File: src/rtl/iow_pkg.sv
package iow_pkg;

   typedef enum logic [1:0] {
      ST_IDLE    = 2'd0,
      ST_FETCH   = 2'd1,
      ST_CHECK   = 2'd2,
      ST_RESPOND = 2'd3
   } walk_st_e;

   localparam logic [1:0] PERM_NONE = 2'b00;
   localparam logic [1:0] PERM_RO   = 2'b01;
   localparam logic [1:0] PERM_RW   = 2'b11;

   localparam int PTE_VALID_BIT = 1;
   localparam int PTE_WRITE_BIT = 2;
   localparam int PTE_PPN_LSB   = 8;

   localparam logic [31:0] FLT_SYNDROME_BASE = 32'hC082_0000;
   localparam int          FLT_READ_BIT      = 18;

endpackage

File: src/rtl/iow_pte_addr.sv
module iow_pte_addr #(
   parameter int VA_W       = 32,
   parameter int PA_W       = 36,
   parameter int BASE_W     = 32,
   parameter int PG_SHIFT   = 12,
   parameter int BASE_SHIFT = 4
) (
   input  logic [BASE_W-1:0] base,
   input  logic [VA_W-1:0]   win,
   input  logic [VA_W-1:0]   va,
   output logic [PA_W-1:0]   pte_addr
);
   localparam int IDX_SHIFT = PG_SHIFT - 2;

   generate
      if (PA_W < BASE_W + BASE_SHIFT) begin : g_bad_width
         $error("PA_W too narrow for shifted base");
      end
      if (PG_SHIFT < 3) begin : g_bad_page
         $error("PG_SHIFT must be at least 3");
      end
   endgenerate

   logic [VA_W-1:0] page;
   logic [VA_W-1:0] rel;
   logic [PA_W-1:0] base_ext;
   logic [PA_W-1:0] idx_ext;

   always_comb begin
      page     = va & ~VA_W'((64'd1 << PG_SHIFT) - 64'd1);
      rel      = page & ~win;
      base_ext = PA_W'(base) << BASE_SHIFT;
      idx_ext  = PA_W'(rel >> IDX_SHIFT) & ~PA_W'(3);
      pte_addr = base_ext + idx_ext;
   end
endmodule

File: src/rtl/iow_pte_eval.sv
module iow_pte_eval
   import iow_pkg::*;
#(
   parameter int VA_W       = 32,
   parameter int PA_W       = 36,
   parameter int PG_SHIFT   = 12,
   parameter int ENTRY_W    = 32,
   parameter bit BIG_ENDIAN = 1'b1
) (
   input  logic [ENTRY_W-1:0] raw,
   input  logic [VA_W-1:0]    va,
   input  logic               is_wr,
   output logic [PA_W-1:0]    pa,
   output logic [1:0]         perm,
   output logic               fault,
   output logic [31:0]        syn,
   output logic [VA_W-1:0]    page
);
   localparam int PPN_W = PA_W - PG_SHIFT;

   logic [ENTRY_W-1:0] word;

   generate
      if (ENTRY_W - PTE_PPN_LSB != PPN_W) begin : g_bad_ppn
         $error("entry page field does not fit PA_W - PG_SHIFT");
      end
      if (ENTRY_W % 8 != 0) begin : g_bad_entry
         $error("ENTRY_W must be a byte multiple");
      end

      if (BIG_ENDIAN) begin : g_be
         assign word = raw;
      end else begin : g_le
         for (genvar b = 0; b < ENTRY_W/8; b++) begin : g_swap
            assign word[8*b +: 8] = raw[ENTRY_W-8-8*b +: 8];
         end
      end
   endgenerate

   logic unused_entry_bits;
   assign unused_entry_bits = ^{word[PTE_PPN_LSB-1:PTE_WRITE_BIT+1], word[0]};

   logic ok_valid, ok_write;

   always_comb begin
      ok_valid = word[PTE_VALID_BIT];
      ok_write = word[PTE_WRITE_BIT];
      fault    = !ok_valid || (is_wr && !ok_write);
      page     = va & ~VA_W'((64'd1 << PG_SHIFT) - 64'd1);

      if (fault) begin
         pa   = '0;
         perm = PERM_NONE;
      end else begin
         pa   = {word[ENTRY_W-1:PTE_PPN_LSB], va[PG_SHIFT-1:0]};
         perm = ok_write ? PERM_RW : PERM_RO;
      end

      syn = FLT_SYNDROME_BASE;
      syn[FLT_READ_BIT] = !is_wr;
   end
endmodule

File: src/rtl/io_walk_xlate.sv
module io_walk_xlate
   import iow_pkg::*;
#(
   parameter int VA_W           = 32,
   parameter int PA_W           = 36,
   parameter int BASE_W         = 32,
   parameter int PG_SHIFT       = 12,
   parameter int ENTRY_W        = 32,
   parameter bit MEM_BIG_ENDIAN = 1'b1
) (
   input  logic               clk,
   input  logic               rst_n,
   input  logic               req_valid,
   output logic               req_ready,
   input  logic [VA_W-1:0]    req_va,
   input  logic               req_write,
   input  logic [BASE_W-1:0]  cfg_base,
   input  logic [VA_W-1:0]    cfg_win,
   output logic               mem_req_valid,
   input  logic               mem_req_ready,
   output logic [PA_W-1:0]    mem_req_addr,
   input  logic               mem_rsp_valid,
   input  logic [ENTRY_W-1:0] mem_rsp_data,
   output logic               rsp_valid,
   input  logic               rsp_ready,
   output logic [PA_W-1:0]    rsp_pa,
   output logic [1:0]         rsp_perm,
   output logic               rsp_fault,
   output logic               flt_post,
   output logic [31:0]        flt_status,
   output logic [VA_W-1:0]    flt_addr
);
   walk_st_e           st_q;
   logic [VA_W-1:0]    va_q;
   logic               wr_q;
   logic               issued_q;
   logic [ENTRY_W-1:0] entry_q;

   logic [PA_W-1:0]    ev_pa;
   logic [1:0]         ev_perm;
   logic               ev_fault;
   logic [31:0]        ev_syn;
   logic [VA_W-1:0]    ev_page;

   iow_pte_addr #(
      .VA_W(VA_W), .PA_W(PA_W), .BASE_W(BASE_W), .PG_SHIFT(PG_SHIFT), .BASE_SHIFT(4)
   ) u_addr (
      .base(cfg_base), .win(cfg_win), .va(va_q), .pte_addr(mem_req_addr)
   );

   iow_pte_eval #(
      .VA_W(VA_W), .PA_W(PA_W), .PG_SHIFT(PG_SHIFT), .ENTRY_W(ENTRY_W),
      .BIG_ENDIAN(MEM_BIG_ENDIAN)
   ) u_eval (
      .raw(entry_q), .va(va_q), .is_wr(wr_q),
      .pa(ev_pa), .perm(ev_perm), .fault(ev_fault), .syn(ev_syn), .page(ev_page)
   );

   assign req_ready     = (st_q == ST_IDLE);
   assign mem_req_valid = (st_q == ST_FETCH) && !issued_q;
   assign rsp_valid     = (st_q == ST_RESPOND);

   always_ff @(posedge clk or negedge rst_n) begin
      if (!rst_n) begin
         st_q       <= ST_IDLE;
         va_q       <= '0;
         wr_q       <= 1'b0;
         issued_q   <= 1'b0;
         entry_q    <= '0;
         rsp_pa     <= '0;
         rsp_perm   <= PERM_NONE;
         rsp_fault  <= 1'b0;
         flt_post   <= 1'b0;
         flt_status <= '0;
         flt_addr   <= '0;
      end else begin
         flt_post <= 1'b0;
         unique case (st_q)
            ST_IDLE: begin
               if (req_valid) begin
                  va_q     <= req_va;
                  wr_q     <= req_write;
                  issued_q <= 1'b0;
                  st_q     <= ST_FETCH;
               end
            end
            ST_FETCH: begin
               if (!issued_q) begin
                  if (mem_req_ready) issued_q <= 1'b1;
               end else if (mem_rsp_valid) begin
                  entry_q <= mem_rsp_data;
                  st_q    <= ST_CHECK;
               end
            end
            ST_CHECK: begin
               rsp_pa    <= ev_pa;
               rsp_perm  <= ev_perm;
               rsp_fault <= ev_fault;
               if (ev_fault) begin
                  flt_post   <= 1'b1;
                  flt_status <= ev_syn;
                  flt_addr   <= ev_page;
               end
               st_q <= ST_RESPOND;
            end
            ST_RESPOND: begin
               if (rsp_ready) st_q <= ST_IDLE;
            end
            default: st_q <= ST_IDLE;
         endcase
      end
   end

   a_r2_ready_only_idle: assert property (@(posedge clk) disable iff (!rst_n)
      req_ready |-> (!rsp_valid && !mem_req_valid));

   a_r3_req_held: assert property (@(posedge clk) disable iff (!rst_n)
      (mem_req_valid && !mem_req_ready) |=> (mem_req_valid && $stable(mem_req_addr)));

   a_r3_single_issue: assert property (@(posedge clk) disable iff (!rst_n)
      (mem_req_valid && mem_req_ready) |=> !mem_req_valid);

   a_r6_fault_no_perm: assert property (@(posedge clk) disable iff (!rst_n)
      (rsp_valid && rsp_fault) |-> (rsp_perm == PERM_NONE && rsp_pa == '0));

   a_r8_flt_with_rsp: assert property (@(posedge clk) disable iff (!rst_n)
      flt_post |-> (rsp_valid && rsp_fault && flt_status[31]));

   a_r8_flt_one_cycle: assert property (@(posedge clk) disable iff (!rst_n)
      flt_post |=> !flt_post);

   a_r9_rsp_hold: assert property (@(posedge clk) disable iff (!rst_n)
      (rsp_valid && !rsp_ready) |=> (rsp_valid && $stable(rsp_pa)
                                     && $stable(rsp_perm) && $stable(rsp_fault)));
endmodule

File: config.mk
export PLATFORM = sky130hd
export DESIGN_NAME = io_walk_xlate
export DESIGN_NICKNAME = d
export VERILOG_FILES = /design/src/rtl/iow_pkg.sv /design/src/rtl/iow_pte_addr.sv /design/src/rtl/iow_pte_eval.sv /design/src/rtl/io_walk_xlate.sv
export SDC_FILE = /design/constraint.sdc
export NUM_CORES = 1
export LEC_CHECK = 0
export BUFFER_PORTS_ARGS = -buffer_cell sky130_fd_sc_hd__buf_2
export CORE_MARGIN = 5
export CORE_UTILIZATION = 52
export DETAILED_ROUTE_END_ITERATION = 6
export GPL_TIMING_DRIVEN = 0
export PLACE_DENSITY = 0.95
export SLEW_MARGIN = 20
export SYNTH_ARGS = -nofsm -noshare
export SYNTH_HDL_FRONTEND = slang
export SYNTH_SLANG_ARGS = --single-unit
File: constraint.sdc
create_clock -name clk -period 6.34 [get_ports clk]
set_input_delay 0.951 -clock clk [delete_from_list [all_inputs] [get_ports clk]]
set_output_delay 0.951 -clock clk [all_outputs]
set_load 0.01 [all_outputs]
==> results of run 1 <==
==> worst min-delay path, cell delays in order, from the launching register on <==
cell,delay (ns)
dfrtp_1,0.34
nand2_1,0.05
nand2_1,0.06
==> per-stage QoR <==
step	power (mW)	utilization, %	worst slack, ns	hold WS (ns)	cells
finish	3.884	69.98	2.216	0.4767	1014
global route	4.130	69.98	2.110	0.5002	1014
CTS	3.906	69.96	2.254	0.4759	1013
floorplan	2.316	-	2.738	0.4473	616
detailed placement	2.898	64.77	2.258	0.4612	981
global placement	2.813	64.49	2.320	0.4537	980
==> cells by family after synthesis <==
| logic type | count (synthesis) |
|---|---|
| AOI/OAI and AO/OA | 96 |
| buffers and inverters | 75 |
| xor gates and xnor gates | 29 |
| and+or+nand+nor | 168 |
| muxes | 60 |
| other | 1 |
| DFF | 124 |
| adders and majority gates | 23 |
==> path summary, 6_finish.rpt <==
path,to,slack (ns),cells past startpoint
max,mem_req_addr[30],2.22,11
min,flt_addr[18],0.48,2
max reg2reg,rsp_pa[2],4.18,6
min reg2reg,flt_addr[18],0.48,2
max in group asynchronous,flt_addr[31],5.11,2
min in group asynchronous,entry_q[28],0.51,1
==> registers in the layout, indices dropped and copies added (netlist names) <==
register / cells
st_q: 2
issued_q: 1
rsp_perm: 2
flt_status: 2
va_q: 32
entry_q: 26
rsp_fault: 1
flt_post: 1
wr_q: 1
rsp_pa: 36
flt_addr: 20
==> cells in the final DEF (no fill, tap or decap), drive strengths merged, types with 5 or more instances in the layout <==
cell type	instances
buf	273
a21oi	21
dfrtp	124
nand2	84
inv	12
nor2	23
xor2	9
a31oi	6
a22o	36
nand3	17
nor2b	22
conb	41
mux2	59
nand4	6
o21ai	15
ha	22
xnor2	20
and3	5
clkbuf	31
==> final cells by class <==
class	instances	area (sq um)
antenna	1	2.502
buffer	64	419.2
clock buffer	22	484.2
clock inverter	10	136.4
fill	904	3591
inverter	11	41.29
multi-input combinational	417	2880
sequential	124	3103
tap	147	183.9
timing repair buffer	218	1120
==> power by group through the flow <==
stage / clock, mW / sequential [mW] / combinational, mW
final: 0.998 / 1.37 / 1.52
after global routing: 1.05 / 1.41 / 1.67
after CTS: 1.01 / 1.36 / 1.53
after detailed placement: 0 / 1.37 / 1.53
after global placement: 0 / 1.35 / 1.47
after floorplan: 0 / 1.38 / 0.934
==> per-layer routing <==
layer	global-route usage (%)	up-vias	wire length, microns
met2	43.06	205	9217
li1	-	2474	-
met4	6.013	0	161
met5	0	-	0
met3	7.257	15	1376
met1	24.90	2478	6104
==> metrics.txt, run 1 <==
first-iteration detailed-routing DRC count 257; DPL Wire Length 13170 microns; GRT Resource Usage Total 22.99%; Critical path origin cfg_win[14]; fraction of layout cells with a size suffix above 1 42.96%; Syn-to-layout area delta 33.00%; clock latency on the worst-skew pair 0.40 ns; Slew Limit Fails 0; First-pass DRT Iterations 4; RSZ-0062 raised after global routing false; critical path class primary input to output port; Clock power frac 25.7%; first-pass GRT wire length 26160 microns; top post-synthesis cells by area dfrtp_1 (49%), mux2_2 (11%), buf_4 (5.4%); Slew HR 53.59%; # clock sinks 124; final hold viol count 0; die area 14400 sq um; antenna violations before repair 2; Max Fclk 0.2425 GHz; sequential share of the synthesized area 49.30%; row count 40; Starting Density 52.62%; status complete, no violations; Yosys top cell by area dfrtp_1; drt drc 0; post-synthesis simple-gate area fraction 12.41%; critical path launch point type primary input; slowest cell delay on critical path 0.41 ns; reg2reg start st_q[0]; Final Cell Area 8371 sq um; # resized after CTS 0; post-synthesis compound-gate area fraction 11.47%; Internal 2.500 mW; Synth cell types 49; CP Max Fanout 5; Buf/Inv on CP 2; post-synthesis mux area share 10.72%; vias in the first global route 5230; Final setup viols 0; combinational power share 39.1%; setup_tns 0 ns; die height 120.0 microns; CP top delay family compound AO/OA/AOI/OAI gates; GR Overflow Total 0; flops & latches, synth 124; Post-Synth XOR/XNOR Area 4.036%; Yosys top cell area share 49.30%; Post-synth EDFFs 0; Gate Count Post-Synth 576; Adder-Cell Fraction of Synth Area 4.692%; Crit path arrival time 3.17 ns; ratio of final minimum period to clock period 65.05%; top_reg_cell synth dfrtp_1; Horiz. Die Dim 120.0 microns; root buffer cell clkbuf_16; post-DR vias/cell 5.101; Clock Path Buffers 2; Hold Path Class flip-flop to flip-flop; PD cells 464.0 nW/um^2; core area 11960 sq um; Max rail drop VDD 0.3248 mV; IO Count 278; Clk pin slew, worst setup/hold paths 0.05 ns; static leakage power 4.417 nW; H-tree Lvls 4; WP data required 5.39 ns; count leader, synth dfrtp_1; Routed Antenna Nets 0; Critical Path Most Common Cell buf_2; Post-CTS Hold Fix Bufs 0; total CTS buffers 17; Synth async-reset ratio 100.0%; combinational family with the most area after synthesis simple AND/OR/NAND/NOR gates; Vias 5172; Synth Cell Area 6294 sq um; clk_skew 0.009178 ns; Setup Buffers After CTS 0; Placer Congestion 0.9528; Worst Max-Slew Pin Slew 0.6935 ns; drt wl/cell 16.63 microns; cells along the critical path buf_2, nor2b_1, ha_1, fa_1, a21oi_1, o211ai_2, a31oi_1, o22ai_2, nand3_1, xnor2_1, buf_2; HP Start flt_addr[18]; Post-synth top cells dfrtp_1 (124), nand2_1 (84), mux2_2 (59); critical path endpoint category output port; drt total wl 16860 microns; sequential power share 35.2%; Port Buffers 217; placed cell areas 7747 sq um; minimum clock period 4.124 ns; largest net degree at the start of global routing 69; Net Sw Power 1.384 mW; syn avg cell area 10.93 sq um; max-cap violations 0; Max stage delay cell, worst path fa_1; Final nets 1011; switching share of total power 35.64%; CTS tree done; synth warn 0
Note: power is estimated with default switching activity, not from simulation.
==> run 2, diff against run 1 <==
--- a/config.mk
+++ b/config.mk
@@ -7,10 +7,10 @@
 export LEC_CHECK = 0
 export BUFFER_PORTS_ARGS = -buffer_cell sky130_fd_sc_hd__buf_2
 export CORE_MARGIN = 5
-export CORE_UTILIZATION = 52
+export CORE_UTILIZATION = 43
 export DETAILED_ROUTE_END_ITERATION = 6
 export GPL_TIMING_DRIVEN = 0
-export PLACE_DENSITY = 0.95
+export PLACE_DENSITY = 0.88
 export SLEW_MARGIN = 20
 export SYNTH_ARGS = -nofsm -noshare
 export SYNTH_HDL_FRONTEND = slang
==> constraint.sdc (replaced) <==
create_clock -name clk -period 3.5 [get_ports clk]
set_input_delay 0.525 -clock clk [delete_from_list [all_inputs] [get_ports clk]]
set_output_delay 0.525 -clock clk [all_outputs]
set_load 0.01 [all_outputs]
==> metrics.txt, run 2 (same netlist as run 1, synthesis figures left out) <==
WP data required 2.97 ns (was 5.39 ns); drt wl/cell 16.34 microns (was 16.63 microns); Largest regs rsp_pa x36, va_q x32, entry_q x26 (unchanged); drt drc 0 (unchanged); Slew HR 57.45% (was 53.59%); Placer Congestion 0.8813 (was 0.9528); Crit path arrival time 2.81 ns (was 3.17 ns); GR Overflow Total 0 (unchanged); static leakage power 4.383 nW (was 4.417 nW); clk_skew 0.01704 ns (was 0.009178 ns); commonest cells after routing, fill and taps aside buf_2 (223), dfrtp_1 (124), nand2_1 (84) (unchanged); Port Buffers 217 (unchanged); Starting Density 43.63% (was 52.62%); row count 44 (was 40); Clk pin slew, worst setup/hold paths 0.05 ns (about the same); Largest register FFs 36 (unchanged); Vias 5146 (was 5172); CP Max Fanout 5 (unchanged); most common cell after layout, fill and taps aside buf_2 (unchanged); Clock Path Buffers 2 (unchanged); RSZ-0062 raised after global routing false (unchanged); total CTS buffers 17 (unchanged); critical path class flip-flop to output port (was primary input to output port); CTS tree done (unchanged); Max rail drop VDD 0.4425 mV (was 0.3248 mV); PD cells 815.9 nW/um^2 (was 464.0 nW/um^2); critical path launch point type flip-flop (was primary input); Hold Path Class primary input to async pin (was flip-flop to flip-flop); Final nets 1011 (unchanged); vias in the first global route 5009 (was 5230); status complete, no violations (unchanged); final core utilization 57.89% (was 69.98%); root buffer cell clkbuf_16 (unchanged); drt total wl 17110 microns (was 16860 microns); # clock sinks 124 (unchanged); H-tree Lvls 4 (unchanged); critical path endpoint category output port (unchanged); Worst Max-Slew Pin Slew 0.6359 ns (was 0.6935 ns); Top reg by flops rsp_pa (unchanged); die area 17160 sq um (was 14400 sq um); Horiz. Die Dim 131.0 microns (was 120.0 microns); Syn-to-layout area delta 32.66% (was 33.00%); pre-CTS WS 0.2107 ns (was 2.258 ns); Final setup viols 0 (unchanged); ratio of final minimum period to clock period 95.21%; fraction of layout cells with a size suffix above 1 42.46% (was 42.96%); Final WS setup 0.1678 ns (was 2.216 ns); First-pass DRT Iterations 5 (was 4); Slew Limit Fails 0 (unchanged); antenna violations before repair 3 (was 2); Routed Antenna Nets 0 (unchanged); final hold viol count 0 (unchanged); core area 14420 sq um (was 11960 sq um); hold_ws 0.03543 ns (was 0.4767 ns); first-iteration detailed-routing DRC count 324 (was 257); DPL Wire Length 13580 microns (was 13170 microns); minimum clock period 3.332 ns; first-pass GRT wire length 25590 microns (was 26160 microns); Max Fclk 0.3001 GHz; GRT Resource Usage Total 19.47% (was 22.99%); largest net degree at the start of global routing 83 (was 69); die height 131.0 microns (was 120.0 microns); setup_tns 0 ns (unchanged); IO Count 278 (unchanged); clock latency on the worst-skew pair 0.41 ns (was 0.40 ns); post-DR vias/cell 4.915 (was 5.101); max-cap violations 0 (unchanged)
[run 2: cell types whose count changed in the layout (fill, tap and decap cells not counted), sizes merged]
cell | before | now
clkbuf | 31 | 35
clkinvlp | 3 | 0
bufinv | 3 | 1
clkinv | 3 | 1
inv | 12 | 11
[run 2: path summary, 6_finish.rpt]
path                                    from               end  slack (ns)  depth (start not counted)
worst max-delay path                va_q[14]  mem_req_addr[30]        0.17                         10
min in group clk                  req_va[15]          va_q[15]        0.34                          2
worst min register to register  flt_addr[23]      flt_addr[23]        0.47                          2
worst max register to register       st_q[0]         rsp_pa[7]        1.36                          6
max in group asynchronous              rst_n          va_q[17]        2.74                          2
worst min-delay path                   rst_n       entry_q[29]        0.04                          1
[run 2: critical path, stage by stage (launching register included)]
cell      delay, ns
dfrtp_1        0.39
nor2b_1        0.14
ha_1           0.22
fa_1           0.44
a21oi_2        0.23
o211ai_2       0.17
a31oi_4        0.25
o22ai_2        0.16
nand3_1        0.12
xnor2_1        0.11
buf_2          0.15
[run 2: area by class of cell]
class | count | area, sq um
Antenna cell | 1 | 2.502
Buffer | 64 | 419.2
Clock buffer | 26 | 499.2
Clock inverter | 2 | 35.03
Fill cell | 1212 | 6075
Inverter | 11 | 41.29
Multi-Input combinational cell | 417 | 2899
Sequential cell | 124 | 3103
Tap cell | 184 | 230.2
Timing Repair Buffer | 218 | 1120
[run 2: metrics by stage]
step | std cells | cell area [sq um] | power [mW]
floorplan | 616 | 6444 | 4.195
global placement | 1017 | 7760 | 5.129
detailed placement | 1018 | 7794 | 5.249
CTS | 1046 | 8334 | 6.883
global route | 1047 | 8349 | 7.297
finish | 1047 | 8349 | 6.812
[run 2: report_power, final]
part           switching (mW)  leakage [nW]  total, mW  internal, mW
clock network           0.554         0.262       1.59          1.03
logic                    1.49          2.57       2.75          1.26
registers               0.391          1.55       2.47          2.08
[run 2: repair_timing]
| item | CTS | global route |
|---|---|---|
| pin swaps | 0 | 0 |
| resized for setup | 1 | 2 |
| setup endpoints to repair | 5 | 7 |
| hold buffers | 0 | 0 |
| setup buffers | 0 | 0 |
[run 2: per-layer routing]
layer  GRT usage, %  up-vias  routed length, microns
li1               -     2479                       -
met1          21.80     2451                    6356
met2          34.17      193                    8936
met3          8.008       21                    1581
met4          5.324        2                     222
met5              0        -                      11
